==> config.mk <==
export PLATFORM = sky130hd
export DESIGN_NAME = pwm_bank
export DESIGN_NICKNAME = d
export VERILOG_FILES = /design/src/rtl/pwm_bank_pkg.sv /design/src/rtl/pwm_chan_ctl.sv /design/src/rtl/pwm_chan_dp.sv /design/src/rtl/pwm_bank.sv
export SDC_FILE = /design/constraint.sdc
export NUM_CORES = 1
export LEC_CHECK = 0
export BUFFER_PORTS_ARGS = -buffer_cell sky130_fd_sc_hd__buf_2
export CORE_ASPECT_RATIO = 1.4
export CORE_UTILIZATION = 55
export CTS_BUF_LIST = sky130_fd_sc_hd__clkbuf_8
export DETAILED_ROUTE_END_ITERATION = 6
export PLACE_DENSITY = 0.84
export SYNTH_ARGS = -nofsm -noshare
export SYNTH_HDL_FRONTEND = slang
export SYNTH_SLANG_ARGS = --single-unit
==> constraint.sdc <==
create_clock -name clk -period 2.9 [get_ports clk]
set_clock_uncertainty 0.15 [all_clocks]
set_input_delay 0.435 -clock clk [delete_from_list [all_inputs] [get_ports clk]]
set_output_delay 0.435 -clock clk [all_outputs]
set_load 0.01 [all_outputs]
==> src/rtl/pwm_bank_pkg.sv <==
package pwm_bank_pkg;
  localparam int ENA_BIT   = 31;
  localparam int UPD_BIT   = 30;
  localparam int THR_W     = 8;
  localparam int INC_LSB   = 8;
  localparam int WIN_BITS  = 10;

  // control -> datapath strobes
  typedef struct packed {
    logic run;
    logic commit;
  } ctlStrb_t;

  // datapath -> control status
  typedef struct packed {
    logic wrap;
    logic idle;
  } dpStat_t;
endpackage

==> src/rtl/pwm_chan_ctl.sv <==
module pwm_chan_ctl
  import pwm_bank_pkg::*;
#(
  parameter int INC_W = 16
) (
  input  logic             clk,
  input  logic             rstN,
  input  logic             wrHit,
  input  logic             wrEna,
  input  logic             wrUpd,
  input  logic [INC_W-1:0] wrInc,
  input  logic [THR_W-1:0] wrThr,
  input  dpStat_t          stat,
  output ctlStrb_t         strb,
  output logic             enaQ,
  output logic             updReq,
  output logic [INC_W-1:0] incStg,
  output logic [THR_W-1:0] thrStg
);
  logic wrTake;
  logic commit;

  assign wrTake = wrHit && !updReq;
  assign commit = updReq && (stat.wrap || stat.idle);

  always_ff @(posedge clk) begin
    if (!rstN) begin
      enaQ   <= 1'b0;
      updReq <= 1'b0;
      incStg <= '0;
      thrStg <= '0;
    end else if (wrTake) begin
      enaQ   <= wrEna;
      updReq <= wrUpd;
      incStg <= wrInc;
      thrStg <= wrThr;
    end else if (commit) begin
      updReq <= 1'b0;
    end
  end

  assign strb.run    = enaQ;
  assign strb.commit = commit;

  // a write against a pending request leaves every staged field untouched
  assert_discard_R7: assert property (@(posedge clk) disable iff (!rstN)
    (wrHit && updReq) |=> ($stable(incStg) && $stable(thrStg) && $stable(enaQ)));

  // the request only clears at a cycle boundary or while parked
  assert_pending_holds_R6: assert property (@(posedge clk) disable iff (!rstN)
    (updReq && !stat.wrap && !stat.idle) |=> updReq);
endmodule

==> src/rtl/pwm_chan_dp.sv <==
module pwm_chan_dp
  import pwm_bank_pkg::*;
#(
  parameter int INC_W = 16
) (
  input  logic             clk,
  input  logic             rstN,
  input  ctlStrb_t         strb,
  input  logic [INC_W-1:0] incStg,
  input  logic [THR_W-1:0] thrStg,
  output dpStat_t          stat,
  output logic             pwmOut
);
  logic [INC_W-1:0] acc;
  logic [INC_W-1:0] incAct;
  logic [THR_W-1:0] thrAct;
  logic             runQ;
  logic [INC_W:0]   sum;
  logic [THR_W-1:0] phaseTop;

  assign sum      = {1'b0, acc} + {1'b0, incAct};
  assign phaseTop = acc[INC_W-1 -: THR_W];

  always_ff @(posedge clk) begin
    if (!rstN) begin
      acc    <= '0;
      incAct <= '0;
      thrAct <= '0;
      runQ   <= 1'b0;
    end else begin
      runQ <= strb.run;
      if (!strb.run || !runQ) acc <= '0;
      else                    acc <= sum[INC_W-1:0];
      if (strb.commit) begin
        incAct <= incStg;
        thrAct <= thrStg;
      end
    end
  end

  assign stat.wrap = runQ && strb.run && sum[INC_W];
  assign stat.idle = !runQ;
  assign pwmOut    = runQ && (phaseTop > thrAct);

  // a parked channel is low with a zero phase on the next cycle
  assert_parked_low_R8: assert property (@(posedge clk) disable iff (!rstN)
    !strb.run |=> (!pwmOut && acc == '0));

  // active settings only move on a commit strobe
  assert_active_hold_R6: assert property (@(posedge clk) disable iff (!rstN)
    !strb.commit |=> ($stable(thrAct) && $stable(incAct)));

  // the largest threshold never produces a high output
  assert_max_thr_low_R5: assert property (@(posedge clk) disable iff (!rstN)
    pwmOut |-> (thrAct != '1));
endmodule

==> src/rtl/pwm_bank.sv <==
module pwm_bank
  import pwm_bank_pkg::*;
#(
  parameter int NUM_CH = 4,
  parameter int INC_W  = 16,
  parameter int ADDR_W = 12
) (
  input  logic              clk,
  input  logic              rstN,
  input  logic              wrEn,
  input  logic              rdEn,
  input  logic [ADDR_W-1:0] addr,
  input  logic [31:0]       wrData,
  output logic [31:0]       rdData,
  output logic [NUM_CH-1:0] pwmOut
);
  localparam int CH_IDX_W = ADDR_W - WIN_BITS;

  logic [CH_IDX_W-1:0] chIdx;
  logic                offOk;
  logic [NUM_CH-1:0]   wrHit;
  logic [NUM_CH-1:0]   rdHit;
  logic [31:0]         chWord [NUM_CH];
  logic [31:0]         rdMux;

  assign chIdx = addr[ADDR_W-1:WIN_BITS];
  assign offOk = (addr[WIN_BITS-1:0] == '0);

  for (genvar c = 0; c < NUM_CH; c++) begin : g_ch
    ctlStrb_t         strb;
    dpStat_t          stat;
    logic             enaQ;
    logic             updReq;
    logic [INC_W-1:0] incStg;
    logic [THR_W-1:0] thrStg;

    assign rdHit[c] = offOk && (chIdx == CH_IDX_W'(c));
    assign wrHit[c] = wrEn && rdHit[c];

    pwm_chan_ctl #(.INC_W(INC_W)) u_ctl (
      .clk    (clk),
      .rstN   (rstN),
      .wrHit  (wrHit[c]),
      .wrEna  (wrData[ENA_BIT]),
      .wrUpd  (wrData[UPD_BIT]),
      .wrInc  (wrData[INC_LSB +: INC_W]),
      .wrThr  (wrData[THR_W-1:0]),
      .stat   (stat),
      .strb   (strb),
      .enaQ   (enaQ),
      .updReq (updReq),
      .incStg (incStg),
      .thrStg (thrStg)
    );

    pwm_chan_dp #(.INC_W(INC_W)) u_dp (
      .clk    (clk),
      .rstN   (rstN),
      .strb   (strb),
      .incStg (incStg),
      .thrStg (thrStg),
      .stat   (stat),
      .pwmOut (pwmOut[c])
    );

    always_comb begin
      chWord[c]                   = '0;
      chWord[c][ENA_BIT]          = enaQ;
      chWord[c][UPD_BIT]          = updReq;
      chWord[c][INC_LSB +: INC_W] = incStg;
      chWord[c][THR_W-1:0]        = thrStg;
    end
  end

  always_comb begin
    rdMux = '0;
    for (int c = 0; c < NUM_CH; c++) begin
      if (rdHit[c]) rdMux = chWord[c];
    end
  end

  always_ff @(posedge clk) begin
    if (!rstN)     rdData <= '0;
    else if (rdEn) rdData <= rdMux;
  end

  // at most one channel is selected by any write
  assert_onehot_wr_R3: assert property (@(posedge clk) disable iff (!rstN)
    $onehot0(wrHit));

  // outputs are low in the first cycle after reset
  assert_reset_low_R1: assert property (@(posedge clk)
    !rstN |=> (pwmOut == '0 && rdData == '0));
endmodule

==> summary.md, run 1 <==
| Metric | Value |
|---|---|
| Routed WL | 37100 um |
| Reg area | 5890 um2 |
| Port bufs | 71 |
| #FFs+latches synth | 294 |
| YS warnings | 0 |
| Clock power frac | 42.7% |
| Ranking of synthesized cells by area | dfxtp_1 41%, nand2_1 8.6%, ha_1 8.4% |
| R2r worst-path depth | 9 |
| Hold path endpoint | g_ch[3].u_ctl.incStg[4] |
| Hold crit path type | in2reg |
| Synth Flop Type | dfxtp_1 |
| Combinational share of power | 3.5% |
| Crit-path max FO | 2 |
| Failing checks | DRC |
| Share of cells above drive strength 1 | 10.1% |
| Worst slack, placed | 0.0992 ns |
| Vias in the first global route | 12100 |
| Filler cells | 2025 |
| Crit end category | primary output |
| Die H | 193 um |
| Fin nets | 1877 |
| Lkg Pwr | 6.33 nW |
| Largest net degree at the start of global routing | 93 |
| Count leader, synth | nand2_1 |
| Max-Cap Viols | 0 |
| R2r startpoint | g_ch[0].u_dp.incAct[0] |
| Routed vias/inst | 5.91 |
| Die W | 138 um |
| Rows | 69 |
| Status | complete, but fails checks |
| Synth top cells by count | 327 x nand2_1, 294 x dfxtp_1, 122 x o21ai_0, 97 x nor2_1, 96 x ha_1 |
| Ports | 84 |
| Synth top area share | 41.2% |
| Htree depth | 2 |
| Sequential fraction of the synthesis area | 41.2% |
| Antenna viol nets, final | 0 |
| Max Clk Rate | 362 MHz |
| Routed len/inst | 17.8 um |
| End of the worst register-to-register path | g_ch[0].u_dp.acc[14] |
| CP top delay family | compound AO/OA/AOI/OAI gates |
| Final Critical Period | 2.77 ns |
| Post-synthesis adder-cell area fraction | 8.97% |
| Slowest cell on the critical path | dfxtp_1 |
| Worst path max stage delay | 0.33 ns |
| Starting density of the core | 56.1% |
| Buffers & Inverters on Critical Path | 2 |
| WS Path Type | reg2out |
| Core Region | 25500 um2 |
| Die ar. | 26600 um2 |
| Synth Area in Compound Gates | 17.9% |
| Final RePlAce weighted congestion | 0.912 |
| Cts bufs inserted | 43 |
| Peak VDD IR | 0.000306 V |
| Mux share of post-synthesis cell area | 5.61% |
| Clk Latency, worst-skew pair | 0.57 ns |
| Max-slew violations | 0 |
| Worst Hold Launch | wrData[12] |
| Worst hold slack | 0.0231 ns |
| Setup tns final | 0 ns |
| Switching share of total power | 23.1% |
| Design area | 15900 um2 |
| Root Driver | clkbuf_8 |
| Hold path depth | 3 |
| Tcrit/Tclk final | 95.4% |
| Antenna violations before repair | 3 |
| Placed inst area | 14900 um2 |
| RSZ-0062 raised after global routing | no |
| First-pass GRT wire length | 60200 um |
| Reg-to-reg setup timing slack | 0.16 ns |
| Finished Layout Cells | 2083 |
| Int Power | 5.80 mW |
| Async S/R FF share, synth | 0% |
| Clock buffer depth | 3 |
| Synth cell types | 62 |
| P_sw | 1.75 mW |
| Finished Core Util | 62.6% |
| Post-CTS Setup Bufs | 0 |
| CTS tree | built |
| Startpoint type of the worst setup path | flip-flop |
| Slew HR | 46.7% |
| Final setup vio count | 0 |
| Via count | 12300 |
| Synth Area per Inst | 8.57 um2 |
| DRC violation total after the first TritonRoute iteration | 758 |
| DRC violations left | 24 |
| EDFF count, synth | 0 |
| Pre-antenna DRT Iters | 7 |
| Post-synthesis xor/xnor area fraction | 2.70% |
| Combinational family with the most area after synthesis | simple AND/OR/NAND/NOR gates |
| Hold Vio Cnt, Final | 0 |
| Cell mode on critical path | a21o_1 |
| Area occupied by multi-input gates | 7830 um2 |
| Total GRT Usage | 28.2% |
| Area Overhead vs Synth | 11.6% |
| Worst slew pin tran | 0.799 ns |
| Final WS setup | 0.134 ns |
| Crit path arrival time | 2.18 ns |
| Simple-Gate Fraction of Synth Area | 19.3% |
| Placed Cells | 1989 |
| Design Power | 7.55 mW |
| Sequential share of power | 53.8% |
| Cell Area, Synth | 14300 um2 |
| Post-synthesis cell count | 1666 |
| Hpwl dp | 26800 um |
| Cell taking the most area after synthesis | dfxtp_1 |
| Total global routing overflow | 0 |
| CTS sink cnt | 294 |
| CP Cell Sequence | inv_1 -> ha_1 -> a21o_1 -> a21o_1 -> a21oi_2 -> o21ai_0 -> o211a_1 -> buf_2 |
| Reg clk slew, reported paths | 0.06 ns |
| Cell area power density | 474 nW/um2 |
| Worst EP required | 2.32 ns |
[cell type report]
class | count | share of cell area, %
diodes | 3 | 0.0471
clock buffers | 53 | 4.58
clock inverters | 24 | 0.652
inverters | 44 | 1.04
multi-input cells | 1231 | 49.1
flip-flops and latches | 294 | 36.9
well taps | 319 | 2.50
repair buffers | 115 | 5.11
[placed cells by master (no fill, tap or decap), types with 53 or more instances in the layout]
master	instances
ha_1	96
nand2_1	327
nor2_1	97
a21boi_0	67
o21ai_0	121
inv_1	62
nand3_1	64
clkbuf_8	53
mux2i_1	71
dfxtp_1	294
buf_2	70
[flip-flops by register name, indices dropped and copies added, names as in the netlist]
signal and cells:
g_ch.u_ctl.enaQ 4, g_ch.u_ctl.incStg 64, g_ch.u_ctl.thrStg 32, g_ch.u_ctl.updReq 4, g_ch.u_dp.acc 64, g_ch.u_dp.incAct 64
g_ch.u_dp.runQ 4, g_ch.u_dp.thrAct 32, rdData 26
[timing repair]
| item | 4_1_cts | 5_1_grt |
|---|---|---|
| endpoints found under the setup margin | 0 | 26 |
| hold buffers | 14 | 0 |
| endpoints found under the hold margin | 21 | 0 |
| gates resized for setup | 0 | 3 |
[worst register-to-register path, stage by stage (launching register included)]
cell and delay, ns:
dfxtp_1 0.31, ha_1 0.23, fa_1 0.43, a21o_1 0.19, a21oi_1 0.23, o21ai_1 0.17
a41oi_1 0.45, o211ai_1 0.17, and3_1 0.21, nor3_1 0.15
[power groups by stage]
stage / combinational, mW / clock, mW / sequential (mW)
CTS: 0.257 / 3.26 / 4.06
finish: 0.262 / 3.22 / 4.06
global placement: 0.238 / 0 / 4.15
floorplan: 0.138 / 0 / 4.16
detailed placement: 0.240 / 0 / 4.15
global route: 0.278 / 3.47 / 4.06
[worst max path at each step]
stage,endpoint,slack [ns],cells after the start,startpoint
6_report,pwmOut[0],0.13,8,g_ch[0].u_dp.thrAct[5]
5_1_grt,pwmOut[2],0.01,8,g_ch[2].u_dp.acc[9]
4_1_cts,g_ch[1].u_dp.incAct[7],0.04,10,g_ch[1].u_dp.incAct[0]
3_5_place_dp,g_ch[1].u_dp.incAct[6],0.1,10,g_ch[1].u_dp.incAct[0]
3_3_place_gp,g_ch[3].u_ctl.thrStg[1],0.16,8,addr[5]
2_1_floorplan,g_ch[2].u_dp.incAct[10],0.21,11,g_ch[2].u_dp.incAct[0]
[cells by family after synthesis]
family / count (synthesis)
AND/OR/NAND/NOR: 616
AO/OA/AOI/OAI: 390
flip-flops: 294
buffers and inverters: 146
adder cells (fa/ha/maj): 100
multiplexers: 75
XOR/XNOR: 44
other: 1
[per-layer routing]
| metal | up-vias | global-route usage [%] | part of all wire [%] |
|---|---|---|---|
| met1 | 5840 | 31.3 | 39 |
| met5 | - | 0 | 0 |
| met2 | 461 | 50.8 | 50 |
| li1 | 5884 | - | - |
| met4 | 0 | 18.1 | 5.2 |
| met3 | 132 | 4.29 | 5.9 |
Power figures use the tool's default switching activity.
==> run 2, diff against run 1 <==
- CORE_UTILIZATION: 55 -> 35
- PLACE_DENSITY: 0.84 -> 0.62
- SETUP_SLACK_MARGIN: unset -> 0.15
==> summary.md, run 2 (synthesis gave the netlist of run 1 again) <==
| Metric | Value |
|---|---|
| Status | finished, final reports clean |
| Crit end category | flip-flop |
| Max Clk Rate | 372 MHz |
| Root Driver | clkbuf_8 |
| Area Overhead vs Synth | 17.1% |
| Max-slew violations | 0 |
| Vias in the first global route | 11700 |
| Worst EP required | 3.20 ns |
| Hold Vio Cnt, Final | 0 |
| Peak VDD IR | 0.000244 V |
| Commonest non-fill, non-tap cell in the layout | nand2_1 |
| Reg clk slew, reported paths | 0.06 ns |
| Worst hold slack | 0.0753 ns |
| Setup crit start | g_ch[1].u_dp.incAct[0] |
| CTS sink cnt | 294 |
| Tcrit/Tclk final | 92.7% |
| CTS tree | built |
| R2r startpoint | g_ch[1].u_dp.incAct[0] |
| Final setup vio count | 0 |
| Setup tns final | 0 ns |
| Worst slack, placed | 0.0950 ns |
| Die W | 173 um |
| Crit path arrival time | 2.98 ns |
| Setup crit end | g_ch[1].u_dp.acc[14] |
| Final RePlAce weighted congestion | 0.868 |
| Ports | 84 |
| Lkg Pwr | 6.50 nW |
| R2r worst-path depth | 10 |
| Pre-antenna DRT Iters | 5 |
| Starting density of the core | 35.5% |
| Htree depth | 2 |
| Hold crit path type | in2reg |
| Fin nets | 1904 |
| Cell area power density | 467 nW/um2 |
| Routed vias/inst | 5.12 |
| Hpwl dp | 28900 um |
| Clock buffer depth | 3 |
| DRC violations left | 0 |
| Antenna violations before repair | 4 |
| Rows | 87 |
| Cts bufs inserted | 45 |
| Clk Latency, worst-skew pair | 0.59 ns |
| Total GRT Usage | 18.9% |
| First-pass GRT wire length | 62400 um |
| Slew HR | 58.0% |
| Finished Core Util | 41.5% |
| Commonest cells after routing, fill and taps aside | 327 x nand2_1, 281 x dfxtp_1, 114 x o21ai_0, 97 x nor2_1, 89 x ha_1 |
| Final WS setup | 0.212 ns |
| Die H | 241 um |
| Top flop regs | g_ch.u_ctl.incStg (64), g_ch.u_dp.acc (64), g_ch.u_dp.incAct (64) |
| Reg-to-reg setup timing slack | 0.21 ns |
| End of the worst register-to-register path | g_ch[1].u_dp.acc[14] |
| Core Region | 40300 um2 |
| WS Path Type | reg2reg |
| Port bufs | 71 |
| Startpoint type of the worst setup path | flip-flop |
| Share of cells above drive strength 1 | 13.1% |
| Crit-path max FO | 3 |
| Routed WL | 39800 um |
| DRC violation total after the first TritonRoute iteration | 748 |
| Via count | 11900 |
| Worst slew pin tran | 0.631 ns |
| RSZ-0062 raised after global routing | yes |
| Total global routing overflow | 0 |
| Filler cells | 3954 |
| Die ar. | 41600 um2 |
| Antenna viol nets, final | 0 |
| Max-Cap Viols | 0 |
| Largest net degree at the start of global routing | 132 |
| Routed len/inst | 17.1 um |
| Final Critical Period | 2.69 ns |
run 2: cell count changes in the layout (fill, tap and decap cells not counted), moves of 5 or more:
| cell | before | now |
|---|---|---|
| a21oi_2 | 2 | 7 |
| a21oi_1 | 51 | 45 |
| o21ai_0 | 121 | 114 |
| dlygate4sd3_1 | 14 | 25 |
| inv_1 | 62 | 54 |
| ha_1 | 96 | 89 |
| dfxtp_1 | 294 | 281 |
| ha_4 | 0 | 7 |
| o21ai_1 | 1 | 7 |
| dfxtp_2 | 0 | 12 |
| buf_4 | 23 | 34 |
| clkbuf_8 | 53 | 58 |
run 2: per-layer routing:
layer	part of all wire [%]	global-route usage (%)	vias to the layer above	wire length [um]
li1	-	-	5941	-
met1	40	21.2	5595	16100
met2	51	34.8	272	20300
met3	4.4	3.01	88	1760
met4	4.1	8.98	4	1630
met5	0.068	0	-	27
run 2: worst min-delay path by stage:
| stage | startpoint | to | slack [ns] | depth (start not counted) |
|---|---|---|---|---|
| after floorplan | g_ch[2].u_dp.thrAct[1] | g_ch[2].u_dp.thrAct[1] | 0.28 | 2 |
| after detailed placement | g_ch[2].u_dp.thrAct[7] | g_ch[2].u_dp.thrAct[7] | 0.30 | 2 |
| final | wrEn | g_ch[0].u_ctl.updReq | 0.08 | 3 |
| after global routing | wrData[30] | g_ch[0].u_ctl.updReq | 0.05 | 3 |
| after global placement | g_ch[3].u_dp.thrAct[5] | g_ch[3].u_dp.thrAct[5] | 0.30 | 2 |
| after CTS | wrData[30] | g_ch[0].u_ctl.updReq | 0.03 | 3 |
run 2: metrics by stage:
stage	instances	power (mW)	instance area (um2)
floorplan	1671	4.29	14300
global placement	2213	4.40	15300
detailed placement	2213	4.40	15300
CTS	2317	7.90	16500
global route	2324	8.10	16700
finish	2324	7.81	16700
run 2: where the power goes:
part	leakage [nW]	internal, mW	switching [mW]
Clock	0.511	1.80	1.67
Combinational	3.61	0.112	0.171
Sequential	2.38	4.05	0.00932
run 2: layout make-up:
class / count / area [um2] / share of cell area, %
diodes: 2 / 5.00 / 0.0299
clock buffers: 58 / 798 / 4.77
clock inverters: 21 / 101 / 0.606
inverters: 44 / 168 / 1.00
multi-input cells: 1231 / 7990 / 47.8
flip-flops and latches: 294 / 5900 / 35.3
well taps: 534 / 668 / 4.00
repair buffers: 140 / 1080 / 6.49
run 2: timing repair:
| action | in CTS | in global routing |
|---|---|---|
| setup buffers | 0 | 4 |
| resized for setup | 13 | 38 |
| cloned | 0 | 1 |
| hold buffers | 25 | 0 |
| hold endpoints to repair | 88 | 0 |
| pin swaps | 1 | 15 |
| endpoints found under the setup margin | 26 | 75 |
run 2: critical path: stages (launching register included):
cell	delay (ns)
dfxtp_1	0.31
ha_1	0.23
fa_1	0.46
a211o_1	0.27
o211ai_1	0.12
a2bb2oi_2	0.15
buf_4	0.19
a41oi_2	0.27
o2bb2ai_1	0.17
xor2_1	0.16
nor2_1	0.05
